`src/rtl/dpa_pkg.sv`:
```
package dpa_pkg;
  typedef enum logic [1:0] {
    OWN_NONE  = 2'd0,
    OWN_LEFT  = 2'd1,
    OWN_RIGHT = 2'd2
  } owner_e;

  localparam int unsigned NUM_SIDES = 2;
  localparam int unsigned SIDE_L    = 0;
  localparam int unsigned SIDE_R    = 1;
endpackage

```
`src/rtl/dpa_reset_sync.sv`:
```
module dpa_reset_sync #(
  parameter int unsigned STAGES = 2
) (
  input  logic clk,
  input  logic rst_n,
  output logic rst_sync_n
);
  logic [STAGES-1:0] chain_q;

  always_ff @(posedge clk or negedge rst_n) begin
    if (!rst_n) chain_q <= '0;
    else        chain_q <= {chain_q[STAGES-2:0], 1'b1};
  end

  assign rst_sync_n = chain_q[STAGES-1];
endmodule

```
`src/rtl/dpa_side_track.sv`:
```
module dpa_side_track #(
  parameter int unsigned ADDR_W = 13
) (
  input  logic              clk,
  input  logic              rst_n,
  input  logic              sel_n,
  input  logic [ADDR_W-1:0] addr,
  output logic              active,
  output logic              active_q,
  output logic              addr_held
);
  logic              act_q, act_d;
  logic [ADDR_W-1:0] addr_q, addr_d;

  assign active = ~sel_n;

  always_comb begin
    act_d  = active;
    addr_d = addr;
  end

  always_ff @(posedge clk or negedge rst_n) begin
    if (!rst_n) begin
      act_q  <= 1'b0;
      addr_q <= '0;
    end else begin
      act_q  <= act_d;
      addr_q <= addr_d;
    end
  end

  assign active_q  = act_q;
  assign addr_held = (addr == addr_q);
endmodule

```
`src/rtl/dpa_grant_fsm.sv`:
```
module dpa_grant_fsm
  import dpa_pkg::*;
(
  input  logic                 clk,
  input  logic                 rst_n,
  input  logic                 en,
  input  logic                 conflict,
  input  logic [NUM_SIDES-1:0] act_q,
  input  logic [NUM_SIDES-1:0] addr_held,
  input  logic [NUM_SIDES-1:0] done,
  output logic [NUM_SIDES-1:0] busy_n
);
  owner_e owner_q, owner_d, cur;
  logic   fresh_right;

  always_comb begin
    if (act_q[SIDE_L] && act_q[SIDE_R])
      fresh_right = addr_held[SIDE_R] && !addr_held[SIDE_L];
    else
      fresh_right = act_q[SIDE_R] && !act_q[SIDE_L];
    if (owner_q != OWN_NONE) cur = owner_q;
    else                     cur = fresh_right ? OWN_RIGHT : OWN_LEFT;
  end

  always_comb begin
    busy_n[SIDE_L] = !(en && conflict && cur == OWN_RIGHT);
    busy_n[SIDE_R] = !(en && conflict && cur == OWN_LEFT);
  end

  always_comb begin
    if (!en || !conflict)                     owner_d = OWN_NONE;
    else if (cur == OWN_LEFT  && done[SIDE_L]) owner_d = OWN_RIGHT;
    else if (cur == OWN_RIGHT && done[SIDE_R]) owner_d = OWN_LEFT;
    else                                      owner_d = cur;
  end

  always_ff @(posedge clk or negedge rst_n) begin
    if (!rst_n) owner_q <= OWN_NONE;
    else        owner_q <= owner_d;
  end

  assert_busy_exclusive_R1: assert property (@(posedge clk) disable iff (!rst_n)
    busy_n != 2'b00);

  assert_idle_busy_high_R1: assert property (@(posedge clk) disable iff (!rst_n)
    !conflict |-> busy_n == 2'b11);

  assert_hold_until_done_R6: assert property (@(posedge clk) disable iff (!rst_n)
    (en && conflict && !busy_n[SIDE_R] && !done[SIDE_L])
      |=> (!conflict || !en || !busy_n[SIDE_R]));

  assert_handover_R6: assert property (@(posedge clk) disable iff (!rst_n)
    (en && conflict && !busy_n[SIDE_R] && done[SIDE_L])
      |=> (!conflict || !en || busy_n[SIDE_R]));

  assert_tie_left_R4: assert property (@(posedge clk) disable iff (!rst_n)
    (en && conflict && owner_q == OWN_NONE && !act_q[SIDE_L] && !act_q[SIDE_R])
      |-> busy_n[SIDE_L]);
endmodule

```
`src/rtl/dpa_conflict_arbiter.sv`:
```
module dpa_conflict_arbiter
  import dpa_pkg::*;
#(
  parameter int unsigned ADDR_W = 13
) (
  input  logic              clk,
  input  logic              rst_n,
  input  logic              master_mode,
  input  logic              l_sel_n,
  input  logic [ADDR_W-1:0] l_addr,
  input  logic              l_wr,
  input  logic              l_done,
  input  logic              l_busy_in_n,
  input  logic              r_sel_n,
  input  logic [ADDR_W-1:0] r_addr,
  input  logic              r_wr,
  input  logic              r_done,
  input  logic              r_busy_in_n,
  output logic              l_busy_n,
  output logic              r_busy_n,
  output logic              l_wr_en,
  output logic              r_wr_en
);
  logic                 rst_sync_n;
  logic [NUM_SIDES-1:0] sel_n_v, act_v, act_q_v, held_v, done_v, arb_busy_n;
  logic [NUM_SIDES-1:0] busy_in_v, wr_v, busy_eff_v, wr_en_v;
  logic [ADDR_W-1:0]    addr_v [NUM_SIDES];
  logic                 conflict;

  dpa_reset_sync #(.STAGES(2)) u_rst (
    .clk(clk), .rst_n(rst_n), .rst_sync_n(rst_sync_n)
  );

  assign sel_n_v   = {r_sel_n, l_sel_n};
  assign done_v    = {r_done, l_done};
  assign busy_in_v = {r_busy_in_n, l_busy_in_n};
  assign wr_v      = {r_wr, l_wr};
  assign addr_v[SIDE_L] = l_addr;
  assign addr_v[SIDE_R] = r_addr;

  for (genvar gs = 0; gs < NUM_SIDES; gs++) begin : g_side
    dpa_side_track #(.ADDR_W(ADDR_W)) u_track (
      .clk       (clk),
      .rst_n     (rst_sync_n),
      .sel_n     (sel_n_v[gs]),
      .addr      (addr_v[gs]),
      .active    (act_v[gs]),
      .active_q  (act_q_v[gs]),
      .addr_held (held_v[gs])
    );
    assign busy_eff_v[gs] = master_mode ? arb_busy_n[gs] : busy_in_v[gs];
    assign wr_en_v[gs]    = act_v[gs] && wr_v[gs] && busy_eff_v[gs];
  end

  assign conflict = act_v[SIDE_L] && act_v[SIDE_R] &&
                    (addr_v[SIDE_L] == addr_v[SIDE_R]);

  dpa_grant_fsm u_fsm (
    .clk       (clk),
    .rst_n     (rst_sync_n),
    .en        (master_mode),
    .conflict  (conflict),
    .act_q     (act_q_v),
    .addr_held (held_v),
    .done      (done_v),
    .busy_n    (arb_busy_n)
  );

  assign l_busy_n = arb_busy_n[SIDE_L];
  assign r_busy_n = arb_busy_n[SIDE_R];
  assign l_wr_en  = wr_en_v[SIDE_L];
  assign r_wr_en  = wr_en_v[SIDE_R];

  assert_slave_quiet_R8: assert property (@(posedge clk) disable iff (!rst_sync_n)
    !master_mode |-> (l_busy_n && r_busy_n));

  assert_write_gate_l_R5: assert property (@(posedge clk) disable iff (!rst_sync_n)
    l_wr_en |-> (master_mode ? l_busy_n : l_busy_in_n));

  assert_write_gate_r_R5: assert property (@(posedge clk) disable iff (!rst_sync_n)
    r_wr_en |-> (master_mode ? r_busy_n : r_busy_in_n));

  assert_wr_needs_sel_R11: assert property (@(posedge clk) disable iff (!rst_sync_n)
    (l_wr_en |-> (!l_sel_n && l_wr)) and (r_wr_en |-> (!r_sel_n && r_wr)));
endmodule

```
`config.mk`:
```
export PLATFORM = sky130hd
export DESIGN_NAME = dpa_conflict_arbiter
export DESIGN_NICKNAME = d
export VERILOG_FILES = /design/src/rtl/dpa_pkg.sv /design/src/rtl/dpa_reset_sync.sv /design/src/rtl/dpa_side_track.sv /design/src/rtl/dpa_grant_fsm.sv /design/src/rtl/dpa_conflict_arbiter.sv
export SDC_FILE = /design/constraint.sdc
export NUM_CORES = 1
export LEC_CHECK = 0
export ABC_AREA = 1
export BUFFER_PORTS_ARGS = -buffer_cell sky130_fd_sc_hd__buf_2
export CAP_MARGIN = 20
export CORE_ASPECT_RATIO = 1.4
export CORE_MARGIN = 10
export CORE_UTILIZATION = 47
export DETAILED_ROUTE_END_ITERATION = 8
export PLACE_DENSITY = 0.8
export SYNTH_ARGS = -nofsm -noshare
export SYNTH_HDL_FRONTEND = slang
export SYNTH_SLANG_ARGS = --single-unit
export TNS_END_PERCENT = 10
```
`constraint.sdc`:
```
create_clock -name clk -period 1.1 [get_ports clk]
set_input_delay 0.055 -clock clk [delete_from_list [all_inputs] [get_ports clk]]
set_output_delay 0.055 -clock clk [all_outputs]
set_load 0.03 [all_outputs]
```
==> results of run 1 <==
per-stage QoR:
step	utilization	worst slack [ps]	power, mW
2_1_floorplan	-	-229	1.48
3_3_place_gp	0.619	-424	1.66
3_5_place_dp	0.619	-444	1.67
4_1_cts	0.745	-721	2.97
5_1_grt	0.752	-794	3.12
6_report	0.752	-650	2.96
state kept, by name, indices dropped and copies added, names as in the netlist:
signal	cells
g_side.u_track.active_q	2
u_fsm.owner_q	2
u_rst.chain_q	2
g_side.u_track.addr_q	26
cell usage in the layout, fill, tap and decap left out, types with 2 or more instances in the layout:
cell,Yosys,layout
xor2_1,5,5
dlygate4sd3_1,0,23
o21ai_1,4,4
nand2_4,0,3
a221oi_1,2,2
buf_6,0,4
buf_4,0,17
nand2_2,2,2
clkbuf_8,0,7
inv_2,7,7
nor2_1,17,13
dfrtp_1,32,32
nand3_1,5,5
nand2_1,66,63
xnor2_1,6,6
inv_1,36,35
nor2_2,2,6
o22ai_1,4,4
buf_2,0,36
layer usage:
metal / up-vias / part of all wire / global-route usage
met5: - / 0 / 0
met4: 0 / 0.020 / 0.0612
met1: 701 / 0.38 / 0.169
li1: 777 / - / -
met3: 11 / 0.058 / 0.0519
met2: 46 / 0.55 / 0.277
critical path: stages (launching register included):
cell and delay (ps):
dfrtp_1 390, nor2_2 90, nor2_2 30, nor2_1 100
nand2_1 70, nor2_2 110, nand2_1 50, nand2_1 70
nand2_2 60, nand2_4 90, nand2_4 80, a21oi_4 120
buf_6 140
cells by family after synthesis:
| family | count (synthesis) | share of synthesized area |
|---|---|---|
| compound gates | 17 | 0.0681 |
| xor+xnor | 11 | 0.0610 |
| buf+inv | 43 | 0.102 |
| flops | 32 | 0.507 |
| other cells | 1 | 0.00237 |
| simple gates | 97 | 0.259 |
synth_stat cells:
library cell,n
dfrtp_1,32
o21ai_0,1
a21oi_1,3
o22ai_1,4
inv_2,7
a221oi_1,2
o211ai_1,1
nor2_4,1
conb_1,1
nand2_1,66
o211a_1,1
nand3b_1,1
nor2_2,2
xnor2_1,6
and3b_1,1
a211oi_1,1
o21ai_1,4
nor2_1,17
inv_1,36
nand3_1,5
nand2_2,2
xor2_1,5
nand3_2,2
power by group:
part           internal (mW)  switching (mW)  total (mW)
clock                  0.799           0.420        1.22
combinational          0.240           0.242       0.482
sequential              1.23          0.0270        1.26
total                   2.27           0.689        2.96
worst max path at each step:
stage | start | endpoint | slack [ps] | cells after the start
finish | g_side[0].u_track.addr_q[6] | l_wr_en | -650 | 12
CTS | g_side[0].u_track.addr_q[6] | l_wr_en | -720 | 12
global route | g_side[0].u_track.addr_q[6] | l_wr_en | -790 | 12
detailed placement | g_side[1].u_track.addr_q[2] | r_wr_en | -440 | 12
global placement | g_side[0].u_track.addr_q[6] | l_wr_en | -420 | 12
floorplan | g_side[1].u_track.addr_q[1] | r_wr_en | -230 | 13
cell type report:
| cell class | count | area [um^2] |
|---|---|---|
| flip-flops and latches | 32 | 801 |
| fillers | 243 | 788 |
| multi-input cells | 126 | 672 |
| repair buffers | 80 | 583 |
| inverters | 43 | 164 |
| clock buffers | 7 | 96.3 |
| well taps | 39 | 48.8 |
| clock inverters | 1 | 30.0 |
timing repair:
action	4_1_cts	5_1_grt
cloned	0	0
hold buffers	23	0
pin swaps	10	8
gates resized for setup	13	5
setup buffers	0	1
setup endpoints to repair	6	6
hold endpoints to repair	24	0
==> results.cfg, run 1 <==
[outcome]
status = finished, violations left
violations = setup timing

[logic_synthesis]
ys_top_cells_by_area = dfrtp_1, nand2_1, inv_1
yosysWarnings = 0
ys_seq_area_frac = 0.507
syn_inst = 201
syn_avg_cell_area_um2 = 7.86
syn_nets = 238
ys_types = 23
ys_seq_elements = 32
synth_top_area_share = 0.507
syn_area_um2 = 1580
yosysTopAreaCell = dfrtp_1

[cells_and_area]
n_antenna_cell = 0
final_cell_count_no_fill = 328
design_area_um2 = 2390
final_nets = 325
area_growth_syn_to_layout_pct = 51.7
drive_above_1_share = 0.308

[floorplan]
coreArea_um2 = 3180
io_pins = 41
die_h_um = 88.6
start_util = 0.496
row_count = 24
die_area_um2 = 6110
die_w_um = 69.0

[setup_path]
r2r-start = g_side[1].u_track.addr_q[6]
cp_max_fo = 4
worstPathArrival_ps = 1690
cp.required_ps = 1040
critPathKind = reg2out
reg2regPathDepth = 13
start_kind = flip-flop
r2r-end = u_fsm.owner_q[0]
reg2reg_slack_ps = -460
endpoint_kind = output port

[detailed_routing]
wl_per_cell_um = 13.0
drcViolationCount = 0
firstDrtPassIters = 4
avgViaCountPerCell = 4.68
drt_iter0_markers = 62
totalWireLength_mm = 4.26
num_vias = 1535
ant_nets = 0

[clocking]
cts.sinks = 32
numCtsBuffers = 5
clockBufferDepth = 2
root_buffer = clkbuf_8
cts_tree = yes
htree_levels = 2
insertion_delay_ps = 280
clkTransAtPathRegs_ps = 70

[hold_path]
whs_endpoint = g_side[1].u_track.addr_q[1]
whs_path_depth = 2
hp-class = in2reg
hp-start = r_addr[1]

[pwr]
p_leak_nw = 1.30
power.density_nw_per_um2 = 1240
irDropWorstVdd_mv = 1.03

[timing]
period_share = 1.59
final.min_clock_period_ps = 1750
max_freq_mhz = 572
fin_setup_tns_ps = -3300
report.final.slew_viol_count = 0
finalWorstSetupSlack_ps = -650
rsz0062_at_grt = yes
skew_ps = 5.34
whs_ps = 10.1
setup_viol = 6
hold_viol_final = 0

[grt]
grt_pass1_vias = 1727
grt_max_degree = 31
antenna_found_initial = 0
grt_pass1_wl_mm = 7.37
grt.overflow.total = 0
grtUsageTotal = 0.158

[placed_design]
numPlacedInstances = 296
dpl_cell_area_um2 = 1970
hpwl_mm = 3.03
place_congestion = 0.903
io_buffers = 40

[flow_run]
cap_violations = 0
Power figures use the tool's default switching activity.
==> run 2, diff against run 1 <==
--- a/config.mk
+++ b/config.mk
@@ -6,11 +6,14 @@
 export NUM_CORES = 1
 export LEC_CHECK = 0
 export ABC_AREA = 1
+export ABC_CLOCK_PERIOD_IN_PS = 1100
 export BUFFER_PORTS_ARGS = -buffer_cell sky130_fd_sc_hd__buf_2
 export CAP_MARGIN = 20
+export CELL_PAD_IN_SITES_DETAIL_PLACEMENT = 0
+export CELL_PAD_IN_SITES_GLOBAL_PLACEMENT = 1
 export CORE_ASPECT_RATIO = 1.4
 export CORE_MARGIN = 10
-export CORE_UTILIZATION = 47
+export CORE_UTILIZATION = 34
 export DETAILED_ROUTE_END_ITERATION = 8
 export PLACE_DENSITY = 0.8
 export SYNTH_ARGS = -nofsm -noshare
==> run 2 against run 1 <==
  * Critical path depth decreased by 1
  * Worst setup slack better by 6.3 ps
  * Sequential share of layout area increased by 0.19 points
  * Final area decreased by 0.57%
  * Combinational power shrank 3%
  * Register-to-register slack improved by 30 ps
  * Clock power decreased by 21%
  * Highest routed layer unchanged
  * The flow still finishes with violations (setup timing)
  * Global-route usage down 4.6 points
  * Count of clock-buffer cells in the layout unchanged
  * Maximum frequency grew 0.36%
==> results.cfg, run 2 (synthesis results as in run 1) <==
[floorplan]
row_count = 29
io_pins = 41
start_util = 0.351
coreArea_um2 = 4500
die_w_um = 77.6
die_area_um2 = 7810
die_h_um = 101

[pwr]
p_sw_mw = 0.668
power.density_nw_per_um2 = 1130
p_int_mw = 2.03
irDropWorstVdd_mv = 0.668
p_leak_nw = 1.28
power_frac_seq = 0.468
power.share.clock = 0.359
swShare = 0.248
pwr-share-comb = 0.173

[hold_path]
whs_path_depth = 2
hp-class = in2reg

[grt]
grt.overflow.total = 0
grt_max_degree = 31
grt_pass1_vias = 1620
grtUsageTotal = 0.113
antenna_found_initial = 0
grt_pass1_wl_mm = 6.96

[cells_and_area]
utilization = 0.529
n_antenna_cell = 0
final_nets = 324
largest_register_ffs = 26
layout_common_cells = nand2_1, buf_2, inv_1, dfrtp_1, dlygate4sd3_1
area_growth_syn_to_layout_pct = 50.8
top_register = g_side.u_track.addr_q
final_common_cell = nand2_1
drive_above_1_share = 0.296

[setup_path]
cp_common_cell = nand2_1
cp_top_family = simple AND/OR/NAND/NOR gates
reg2regPathDepth = 12
start_kind = flip-flop
max_stage_delay_ps = 370
endpoint_kind = output port
cp_slowest_cell = dfrtp_1
critPathKind = reg2out
crit_chain = xnor2_1 > nand2_1 > nor2_1 > nand2_1 > nor2_2 > nand2_1 > nand2_2 > nand2_4 > nand2_4 > nand2_1 > buf_6
cp.required_ps = 1040
cp_max_fo = 4
worstPathArrival_ps = 1690
crit_cells = 11
crit_buf_inv = 1

[outcome]
status = finished, violations left
violations = setup timing

[flow_run]
cap_violations = 0

[detailed_routing]
num_vias = 1495
totalWireLength_mm = 4.01
firstDrtPassIters = 4
ant_nets = 0
drcViolationCount = 0
wl_per_cell_um = 11.5
drt_iter0_markers = 49
avgViaCountPerCell = 4.28

[clocking]
cts.sinks = 32
root_buffer = clkbuf_8
cts_tree = yes
clkTransAtPathRegs_ps = 60
htree_levels = 2
insertion_delay_ps = 280
clockBufferDepth = 2
numCtsBuffers = 5

[timing]
period_share = 1.58
rsz0062_at_grt = yes
final.min_clock_period_ps = 1740
report.final.slew_viol_count = 0
finalWorstSetupSlack_ps = -643
skew_ps = 4.58
setup_viol = 6
hold_viol_final = 0
max_freq_mhz = 574

[placed_design]
pre_cts_slack_ps = -449
io_buffers = 40
hpwl_mm = 3.13
place_congestion = 0.791
==> run 2: layout make-up <==
| class | instances | area [um^2] |
|---|---|---|
| sequential | 32 | 801 |
| inverter | 43 | 164 |
| multi-input combinational | 126 | 669 |
| tap | 62 | 77.6 |
| clock buffer | 7 | 96.3 |
| timing repair buffer | 79 | 573 |
| fill | 462 | 2120 |
==> run 2: stage by stage <==
step / setup TNS [ps] / cell area [um^2] / hold slack [ps] / cells / total power, mW
after floorplan: -1050 / 1600 / -241 / 201 / 1.48
after global placement: -2350 / 2000 / -161 / 319 / 1.67
after detailed placement: -2400 / 2000 / -158 / 319 / 1.68
after CTS: -3710 / 2350 / 0.707 / 349 / 2.73
after global routing: -4110 / 2380 / 10.2 / 349 / 2.86
final: -3270 / 2380 / 7.30 / 349 / 2.69
==> run 2: routing by layer <==
metal,wire length (um),GRT usage
met1,1550,0.112
met2,2210,0.206
met3,171,0.0321
met4,77,0.0592
met5,0,0
==> run 2: final timing paths <==
path | startpoint | to | slack (ps)
setup / recovery | g_side[1].u_track.addr_q[2] | l_busy_n | -640
hold / removal | r_addr[12] | g_side[1].u_track.addr_q[12] | 7
setup reg to reg | g_side[1].u_track.addr_q[2] | u_fsm.owner_q[1] | -430
hold reg to reg | u_rst.chain_q[1] | g_side[1].u_track.addr_q[3] | 260
max in group asynchronous | u_rst.chain_q[1] | g_side[0].u_track.addr_q[9] | 550
min in group asynchronous | rst_n | u_rst.chain_q[1] | 80
==> run 2: power groups by stage <==
| stage | sequential, mW | combinational [mW] | clock, mW |
|---|---|---|---|
| 2_1_floorplan | 1.29 | 0.191 | 0 |
| 3_3_place_gp | 1.28 | 0.391 | 0 |
| 3_5_place_dp | 1.28 | 0.395 | 0 |
| 4_1_cts | 1.26 | 0.466 | 1.00 |
| 5_1_grt | 1.27 | 0.535 | 1.05 |
| 6_report | 1.26 | 0.467 | 0.968 |
==> run 2: repair_timing <==
| item | 4_1_cts | 5_1_grt |
|---|---|---|
| hold buffers | 22 | 0 |
| pin swaps | 10 | 3 |
| gates resized for setup | 8 | 7 |
| hold endpoints to repair | 23 | 0 |
| endpoints found under the setup margin | 6 | 6 |
| buffers inserted | 1 | 0 |
